==> src/rtl/tlut_pkg.sv <==
package tlut_pkg;
  // Table selector used on the host write port
  typedef enum logic {
    TBL_MOD = 1'b0,
    TBL_APC = 1'b1
  } tbl_sel_e;
endpackage

==> src/rtl/tlut_quant.sv <==
// Temperature to table-index quantizer with clamping at both ends.
module tlut_quant #(
  parameter int TEMP_W      = 16,
  parameter int FRAC_W      = 8,
  parameter int BIN_LOG2    = 1,
  parameter int TMIN_DEG    = -40,
  parameter int NUM_ENTRIES = 72,
  parameter int IDX_W       = 8
) (
  input  logic [TEMP_W-1:0] temp_i,
  output logic [IDX_W-1:0]  idx_o
);
  localparam int SUM_W = TEMP_W + 2;
  localparam int SHIFT = FRAC_W + BIN_LOG2;
  localparam int OFFS  = -TMIN_DEG * (2 ** FRAC_W);
  localparam logic [SUM_W-1:0] LAST = SUM_W'(NUM_ENTRIES - 1);

  logic [SUM_W-1:0] sum;
  logic [SUM_W-1:0] bin;

  always_comb begin
    // shift the span start to zero, then drop fraction and bin-width bits
    sum = {{2{temp_i[TEMP_W-1]}}, temp_i} + SUM_W'(OFFS);
    bin = sum >> SHIFT;
    if (sum[SUM_W-1]) begin
      idx_o = '0;
    end else if (bin > LAST) begin
      idx_o = IDX_W'(NUM_ENTRIES - 1);
    end else begin
      idx_o = IDX_W'(bin);
    end
  end
endmodule

==> src/rtl/tlut_bank.sv <==
// One table of drive codes plus its output register.
// The lookup reads the stored contents before any same-cycle write.
module tlut_bank #(
  parameter int ENTRIES = 72,
  parameter int DAC_W   = 10,
  parameter int IDX_W   = 8,
  localparam int AW     = $clog2(ENTRIES)
) (
  input  logic             clk,
  input  logic             rst_n,
  input  logic             wr_en_i,
  input  logic [IDX_W-1:0] wr_idx_i,
  input  logic [DAC_W-1:0] wr_data_i,
  input  logic             rd_en_i,
  input  logic [AW-1:0]    rd_idx_i,
  output logic [DAC_W-1:0] dac_o
);
  logic [DAC_W-1:0] mem_q [ENTRIES];
  logic [DAC_W-1:0] mem_d [ENTRIES];
  logic [DAC_W-1:0] dac_q, dac_d;
  logic             wr_hit;

  assign wr_hit = wr_en_i && (wr_idx_i < IDX_W'(ENTRIES));

  always_comb begin
    mem_d = mem_q;
    if (wr_hit) begin
      mem_d[wr_idx_i[AW-1:0]] = wr_data_i;
    end
  end

  always_comb begin
    dac_d = dac_q;
    if (rd_en_i) begin
      dac_d = mem_q[rd_idx_i];
    end
  end

  always_ff @(posedge clk or negedge rst_n) begin
    if (!rst_n) begin
      for (int i = 0; i < ENTRIES; i++) begin
        mem_q[i] <= '0;
      end
    end else if (wr_hit) begin
      mem_q <= mem_d;
    end
  end

  always_ff @(posedge clk or negedge rst_n) begin
    if (!rst_n) begin
      dac_q <= '0;
    end else if (rd_en_i) begin
      dac_q <= dac_d;
    end
  end

  assign dac_o = dac_q;
endmodule

==> src/rtl/tlut_ctrl.sv <==
// Temperature-indexed lookup controller, per-channel modulation and power tables.
module tlut_ctrl #(
  parameter int NUM_CH      = 2,
  parameter int TEMP_W      = 16,
  parameter int FRAC_W      = 8,
  parameter int BIN_LOG2    = 1,
  parameter int TMIN_DEG    = -40,
  parameter int NUM_ENTRIES = 72,
  parameter int IDX_W       = 8,
  parameter int DAC_W       = 10,
  localparam int CH_W       = (NUM_CH > 1) ? $clog2(NUM_CH) : 1,
  localparam int AW         = $clog2(NUM_ENTRIES)
) (
  input  logic                    clk,
  input  logic                    rst_n,
  input  logic [TEMP_W-1:0]       temp_i,
  input  logic                    temp_rdy_i,
  input  logic                    wr_en_i,
  input  logic [CH_W-1:0]         wr_ch_i,
  input  logic                    wr_tbl_i,
  input  logic [IDX_W-1:0]        wr_idx_i,
  input  logic [DAC_W-1:0]        wr_data_i,
  output logic [IDX_W-1:0]        index_o,
  output logic [NUM_CH*DAC_W-1:0] mod_dac_o,
  output logic [NUM_CH*DAC_W-1:0] apc_dac_o
);
  import tlut_pkg::*;

  // reset: asserted at once, released after two clock edges
  logic rst_meta, rst_sync_n;
  always_ff @(posedge clk or negedge rst_n) begin
    if (!rst_n) begin
      rst_meta   <= 1'b0;
      rst_sync_n <= 1'b0;
    end else begin
      rst_meta   <= 1'b1;
      rst_sync_n <= rst_meta;
    end
  end

  logic [IDX_W-1:0] idx_new, idx_q, idx_d;
  logic             lookup_q, lookup_d;

  tlut_quant #(
    .TEMP_W(TEMP_W), .FRAC_W(FRAC_W), .BIN_LOG2(BIN_LOG2),
    .TMIN_DEG(TMIN_DEG), .NUM_ENTRIES(NUM_ENTRIES), .IDX_W(IDX_W)
  ) u_quant (
    .temp_i (temp_i),
    .idx_o  (idx_new)
  );

  always_comb begin
    idx_d    = temp_rdy_i ? idx_new : idx_q;
    lookup_d = temp_rdy_i;
  end

  always_ff @(posedge clk or negedge rst_sync_n) begin
    if (!rst_sync_n) begin
      idx_q <= '0;
    end else if (temp_rdy_i) begin
      idx_q <= idx_d;
    end
  end

  always_ff @(posedge clk or negedge rst_sync_n) begin
    if (!rst_sync_n) begin
      lookup_q <= 1'b0;
    end else begin
      lookup_q <= lookup_d;
    end
  end

  assign index_o = idx_q;

  for (genvar ch = 0; ch < NUM_CH; ch++) begin : g_ch
    for (genvar tb = 0; tb < 2; tb++) begin : g_tbl
      logic             bank_wr;
      logic [DAC_W-1:0] bank_dac;

      assign bank_wr = wr_en_i && (wr_ch_i == CH_W'(ch)) &&
                       (wr_tbl_i == ((tb == 0) ? TBL_MOD : TBL_APC));

      tlut_bank #(
        .ENTRIES(NUM_ENTRIES), .DAC_W(DAC_W), .IDX_W(IDX_W)
      ) u_bank (
        .clk       (clk),
        .rst_n     (rst_sync_n),
        .wr_en_i   (bank_wr),
        .wr_idx_i  (wr_idx_i),
        .wr_data_i (wr_data_i),
        .rd_en_i   (lookup_q),
        .rd_idx_i  (idx_q[AW-1:0]),
        .dac_o     (bank_dac)
      );

      if (tb == 0) begin : g_mod
        assign mod_dac_o[ch*DAC_W +: DAC_W] = bank_dac;
      end else begin : g_apc
        assign apc_dac_o[ch*DAC_W +: DAC_W] = bank_dac;
      end
    end
  end
endmodule

==> config.mk <==
export PLATFORM = sky130hd
export DESIGN_NAME = tlut_ctrl
export DESIGN_NICKNAME = d
export VERILOG_FILES = /design/src/rtl/tlut_pkg.sv /design/src/rtl/tlut_quant.sv /design/src/rtl/tlut_bank.sv /design/src/rtl/tlut_ctrl.sv
export SDC_FILE = /design/constraint.sdc
export NUM_CORES = 2
export LEC_CHECK = 0
export BUFFER_PORTS_ARGS = -buffer_cell sky130_fd_sc_hd__buf_4
export CAP_MARGIN = 5
export CORE_UTILIZATION = 25
export CTS_CLUSTER_SIZE = 24
export DETAILED_ROUTE_END_ITERATION = 12
export GPL_TIMING_DRIVEN = 0
export PLACE_DENSITY = 0.39
export SETUP_SLACK_MARGIN = 0.2
export SYNTH_ARGS = -nofsm -noshare
export SYNTH_HDL_FRONTEND = slang
export SYNTH_SLANG_ARGS = --single-unit
export TNS_END_PERCENT = 5
==> constraint.sdc <==
create_clock -name clk -period 161.3 [get_ports clk]
set_input_delay 8.065 -clock clk [delete_from_list [all_inputs] [get_ports clk]]
set_output_delay 8.065 -clock clk [all_outputs]
set_load 0.01 [all_outputs]
### Word level (Yosys, flattened, before mapping)

Cells that the tools add are included.
Widths: inputs -> output; s select.

* register bits after elaboration: 2931
* output and inout port bits: 48
* word-level logic and storage cells: 337

* add/sub/neg operators: 1
* magnitude comparators: 5
* mux-type cells: 20
* bitwise logic cells: 4
* reduce and logical (&&, ||, !) cells: 11

Operator list (count)
* $bwmux 720: 4
* $bmux 10 s7: 4
* $mux 10: 9
* $demux 10 s7: 1
* $add 16x15->17 const B: 1
* $ge 8x8->1 const B: 2
* $mux 8: 2
* $not 7->8: 2
* $logic_and 1x1->1: 11
* $gt 9x7->1 const B: 1
* $lt 8x1->1 const B: 1
* $lt 8x7->1 const B: 1
* $not 1->1: 2

### Depth between registers and ports, before layout

* word-level depth: 6
* mapped depth: 12

### Cells and area by module

A second synthesis with hierarchy kept.

* cell total of the unflattened synthesis: 8630
* area, all modules: 133783.3 um^2

By module, submodules not included
* tlut_bank (g_ch[0].g_tbl[0].u_bank ...): times used 3, cells an instance 2131, area an instance 33213.1 um^2, sequential area each 18267.5 um^2
* tlut_bank (g_ch[1].g_tbl[1].u_bank): times used 1, cells an instance 2167, area an instance 33407.0 um^2, sequential area each 18267.5 um^2
* tlut_ctrl: times used 1, cells an instance 25, area an instance 441.7 um^2, sequential area each 275.3 um^2
* tlut_quant: times used 1, cells an instance 45, area an instance 295.3 um^2, sequential area each 0.0 um^2

### Worst setup path after synthesis

No wires, ideal clock.

* path type: input -> register
* from: input wr_idx_i[3]
* to: register g_ch[1].g_tbl[0].u_bank.mem_q[0] (netlist name)
* setup time: 0.125 ns
* data arrival time: 9.963 ns
* path slack: 151.213 ns
* stages on the path: 10
* cell sequence: buf_2 > o31a_1 > nor3b_2 > nand2_1 > or2_1 > buf_6 > buf_6 > buf_8 > nor2_8 > mux2_2

* word-level cells in the longest chain between the ends: 6
* elaborated cells on any way between the ends: 9

RTL lines
* start: declaration: RTL line tlut_ctrl.sv:21 `input logic [IDX_W-1:0] wr_idx_i,`
* $not 7->8 (implied by the code): RTL line tlut_bank.sv:28 `mem_d[wr_idx_i[AW-1:0]] = wr_data_i;`
* $ge 8x8->1 (implied by the code) / $lt 8x1->1 (equally long branches): RTL line tlut_bank.sv:28
* $logic_and 1x1->1 (implied by the code): RTL line tlut_bank.sv:28
* $mux 10 (implied by the code): RTL line tlut_bank.sv:28
* $demux 10 s7: RTL line tlut_bank.sv:28
* $bwmux 720: RTL line tlut_bank.sv:28
* end signal: assignment: RTL line tlut_bank.sv:45 `mem_q <= mem_d;`
* end: declaration: RTL line tlut_bank.sv:18 `logic [DAC_W-1:0] mem_q [ENTRIES];`

Several ways; a longest one is shown, not always the timed one.
A chain may end at the register's enable or synchronous reset.

### Worst setup path in the final report

* from: input wr_idx_i[0]
* to: register g_ch[1].g_tbl[1].u_bank.mem_q[200] (netlist name)

* word-level cells in the longest chain between the ends: 6
* elaborated cells on any way between the ends: 9

RTL lines (RTL line)
* $not 7->8 (implied by the code): tlut_bank.sv:28
* $ge 8x8->1 (implied by the code) / $lt 8x1->1 (equally long branches): tlut_bank.sv:28
* $logic_and 1x1->1 (implied by the code): tlut_bank.sv:28
* $mux 10 (implied by the code): tlut_bank.sv:28
* $demux 10 s7: tlut_bank.sv:28
* $bwmux 720: tlut_bank.sv:28
* end signal: assignment: tlut_bank.sv:45
* end: declaration: tlut_bank.sv:18

Several ways; a longest one is shown, not always the timed one.

==> impl_metrics.yaml <==
clock_tree:
  clock_latency_ns: 1.01
  clk_pin_slew_ns: 0.06
  cts_resized: 0
  cts_made_buffers: 362
  hold_buffers: 0
  cts_tree: "done"
  cts_buffer_depth: 4
  post_cts_buffers: 0
  cts_num_sinks: 2930
  h-tree-depth: 5
  cts-root-buf: "clkbuf_16"
timing:
  tns_ns: 0
  slew_headroom: -0.0444
  hold_viol: 0
  worst_slew_pin_slew_ns: 1.56
  maxSlewViolCount: 22
  setup_viol: 0
  finalClockSkew_ns: 0.0488
  fin_crit_sh: 0.0722
  rsz0062_at_grt: "false"
  finalCriticalPeriod_ns: 11.64
  fmax_mhz: 85.9
worst_setup_path:
  cpPeakStageDelay_ns: 1.04
  crit_end: "g_ch[1].g_tbl[1].u_bank.mem_q[200]"
  cp-startpoint: "wr_idx_i[0]"
  crit_path_start_kind: "input port"
  r2r-end: "g_ch[1].g_tbl[0].u_bank.dac_o[9]"
  r2r_setup_slack_ns: 154.04
  cp_max_fo: 10
  r2r-start: "index_o[1]"
  crit_chain: "buf_4 -> buf_2 -> nand2_1 -> nor2_2 -> buf_2 -> nand2_1 -> nor2_2 -> mux2_2"
  cp.arrival_ns: 12.52
  worst_setup_path_end_kind: "flip-flop"
  critPathSlowestCell: "nor2_2"
  ff2ff_path_depth: 11
  worstSetupPathType: "in2reg"
  required_ns: 162.18
yosys:
  synth_enable_flop_cells: 0
  synth_top_cell_area_share: 0.546
  ys_seq_area_frac: 0.546
  synthFlopType: "dfrtp_1"
  ys_types: 73
  syn-cell-area_um2: 134000
  synth.avg_cell_area_um2: 15.5
  syn_nets: 8689
  synth-seq-cells: 2930
  synth_area_leaders: "dfrtp_1, mux2_2, mux4_2"
  synth_cells: 8647
  synth_area_leader_cell: "dfrtp_1"
  async_flop_share: 1.00
  yosys_warnings: 0
drt:
  m1WireLength_um: 323000
  drtPass1Iterations: 7
  drc: 0
  routed.top_layer: "met5"
  vias: 92000
  met2_length_um: 332000
  viasPerCell: 5.48
  wirelength_um: 786000
  wl_per_cell_um: 46.8
  route.met3.wl_um: 77300
  antenna_left: 0
  drtIter0Drc: 11000
die:
  initial_core_util: 0.251
  die_w_um: 735
  die_area_um2: 540000
  die_y_um: 735
  rows: 268
  core_area_um2: 534000
  ioPinCount: 88
worst_hold_path:
  min_path_type: "reg2async"
placement:
  io_buffers: 61
  place_hpwl_um: 571000
  gp_congestion: 0.978
finish:
  multiInputGateArea_um2: 58100
  ff_latch_area_um2: 73300
  fin_util: 0.301
  syn_to_final_growth_pct: 19.7
  fillerInstances: 53100
  nets: 9314
  drive_gt1_frac: 0.529
grt:
  antenna_found_initial: 180
  grt_usage: 0.285
  grt_pass1_vias: 92200
  grt_start_max_net_pins: 73
  grt-ovfl-total: 0
  grt_pass1_wl_um: 1000000
power:
  powerDensity_nw_per_um2: 12.0
  total_power_mw: 1.92
  p_leak_nw: 75.2
  peakVddDrop_v: 0.00000848
status:
  status: "finished with violations"
  violations: "max-capacitance violations, max-slew violations"
job:
  cap_violations: 3
placed cells by master (no fill, tap or decap), types with 13 or more instances in the layout:
cell,instances
a221oi_1,20
nand2_1,212
buf_6,30
buf_12,96
nor3_1,27
nor2_8,40
nand3_1,52
a22oi_1,71
a211oi_1,19
o211ai_1,16
clkinv_2,70
o22ai_1,38
a21oi_1,85
o221ai_1,28
clkbuf_16,367
a31oi_1,29
buf_4,144
nor2_4,17
nand3_2,66
clkbuf_8,89
bufinv_16,26
mux2i_1,284
buf_16,70
nor2_1,76
mux4_2,634
nor2b_1,23
clkbuf_1,370
a222oi_1,15
mux2_2,2897
buf_2,147
dfrtp_1,2929
clkbuf_2,104
o21ai_0,86
nor2_2,162
diode_2,78
buf_8,13
worst max-delay path, delay by kind of cell:
kind / cells / cell delay [ns]
and+or+nand+nor: 4 / 2.66
buffers and inverters: 3 / 1.33
muxes: 1 / 0.42
metrics by stage:
stage / instances / hold slack [ns] / worst slack (ns) / cell area (um2)
after CTS: 16700 / 0.144 / 149.96 / 160000
after floorplan: 8647 / 0.331 / 73.58 / 134000
after global routing: 16700 / 0.145 / 149.91 / 161000
after global placement: 15900 / 0.336 / 40.11 / 144000
final: 16800 / 0.129 / 149.66 / 161000
after detailed placement: 16100 / 0.130 / 148.90 / 148000
how the worst min path moves through the flow:
stage | cells past startpoint | from | to
detailed placement | 0 | rst_sync_n | g_ch[0].g_tbl[0].u_bank.mem_q[605]
CTS | 0 | rst_sync_n | g_ch[0].g_tbl[0].u_bank.mem_q[605]
global route | 0 | rst_sync_n | g_ch[0].g_tbl[0].u_bank.mem_q[615]
finish | 0 | rst_sync_n | g_ch[0].g_tbl[0].u_bank.mem_q[605]
floorplan | 0 | rst_meta | rst_sync_n
global placement | 0 | rst_meta | rst_sync_n
sequential cells by signal, summed over array words and instances (netlist names):
name and count:
index_o 7, rst_sync_n 1, g_ch.g_tbl.u_bank.dac_o 40, g_ch.g_tbl.u_bank.mem_q 2880
rst_meta 1, lookup_q 1
layout make-up:
| class | instances | share of cell area |
|---|---|---|
| Sequential cell | 2930 | 0.456 |
| Multi-Input combinational cell | 5063 | 0.362 |
| Clock buffer | 531 | 0.0665 |
| Tap cell | 7155 | 0.0557 |
| Timing Repair Buffer | 261 | 0.0292 |
| Buffer | 642 | 0.0197 |
| Clock inverter | 125 | 0.00943 |
| Antenna cell | 78 | 0.00121 |
| Inverter | 12 | 0.000280 |
kinds of logic (layout without fill, tap and decap cells):
family                   after synthesis  in the layout  share of synthesized area
adder cells (fa/ha/maj)                2              2                   0.000186
XOR/XNOR                               1              1                  0.0000652
AO/OA/AOI/OAI                        484            484                     0.0246
other                                  2             80                  0.0000559
flip-flops                          2930           2930                      0.546
multiplexers                        3815           3815                      0.371
buffers and inverters                654           1571                     0.0225
AND/OR/NAND/NOR                      759            759                     0.0360
routing by layer:
layer	global-route usage	vias up
met4	0.167	44
li1	-	33700
met1	0.374	51600
met5	0	-
met3	0.0894	1354
met2	0.413	5270
power by group:
part	switching [mW]	internal [mW]	leakage (nW)
combinational	0.250	0.0661	28.4
clock	0.354	0.501	6.04
sequential	0.00786	0.744	40.8
cells in the mapped netlist, types with 52 or more instances:
library cell	n
a22oi_1	71
nand3_1	52
dfrtp_1	2930
a21oi_1	90
nor2_1	89
mux2i_1	284
mux4_2	634
mux2_2	2897
nand2_1	220
o21ai_0	87
nand3_2	66
nor2_2	156
clkbuf_1	402
buf_4	70
buf_2	131
No activity file was read; power rests on OpenSTA's default activity.
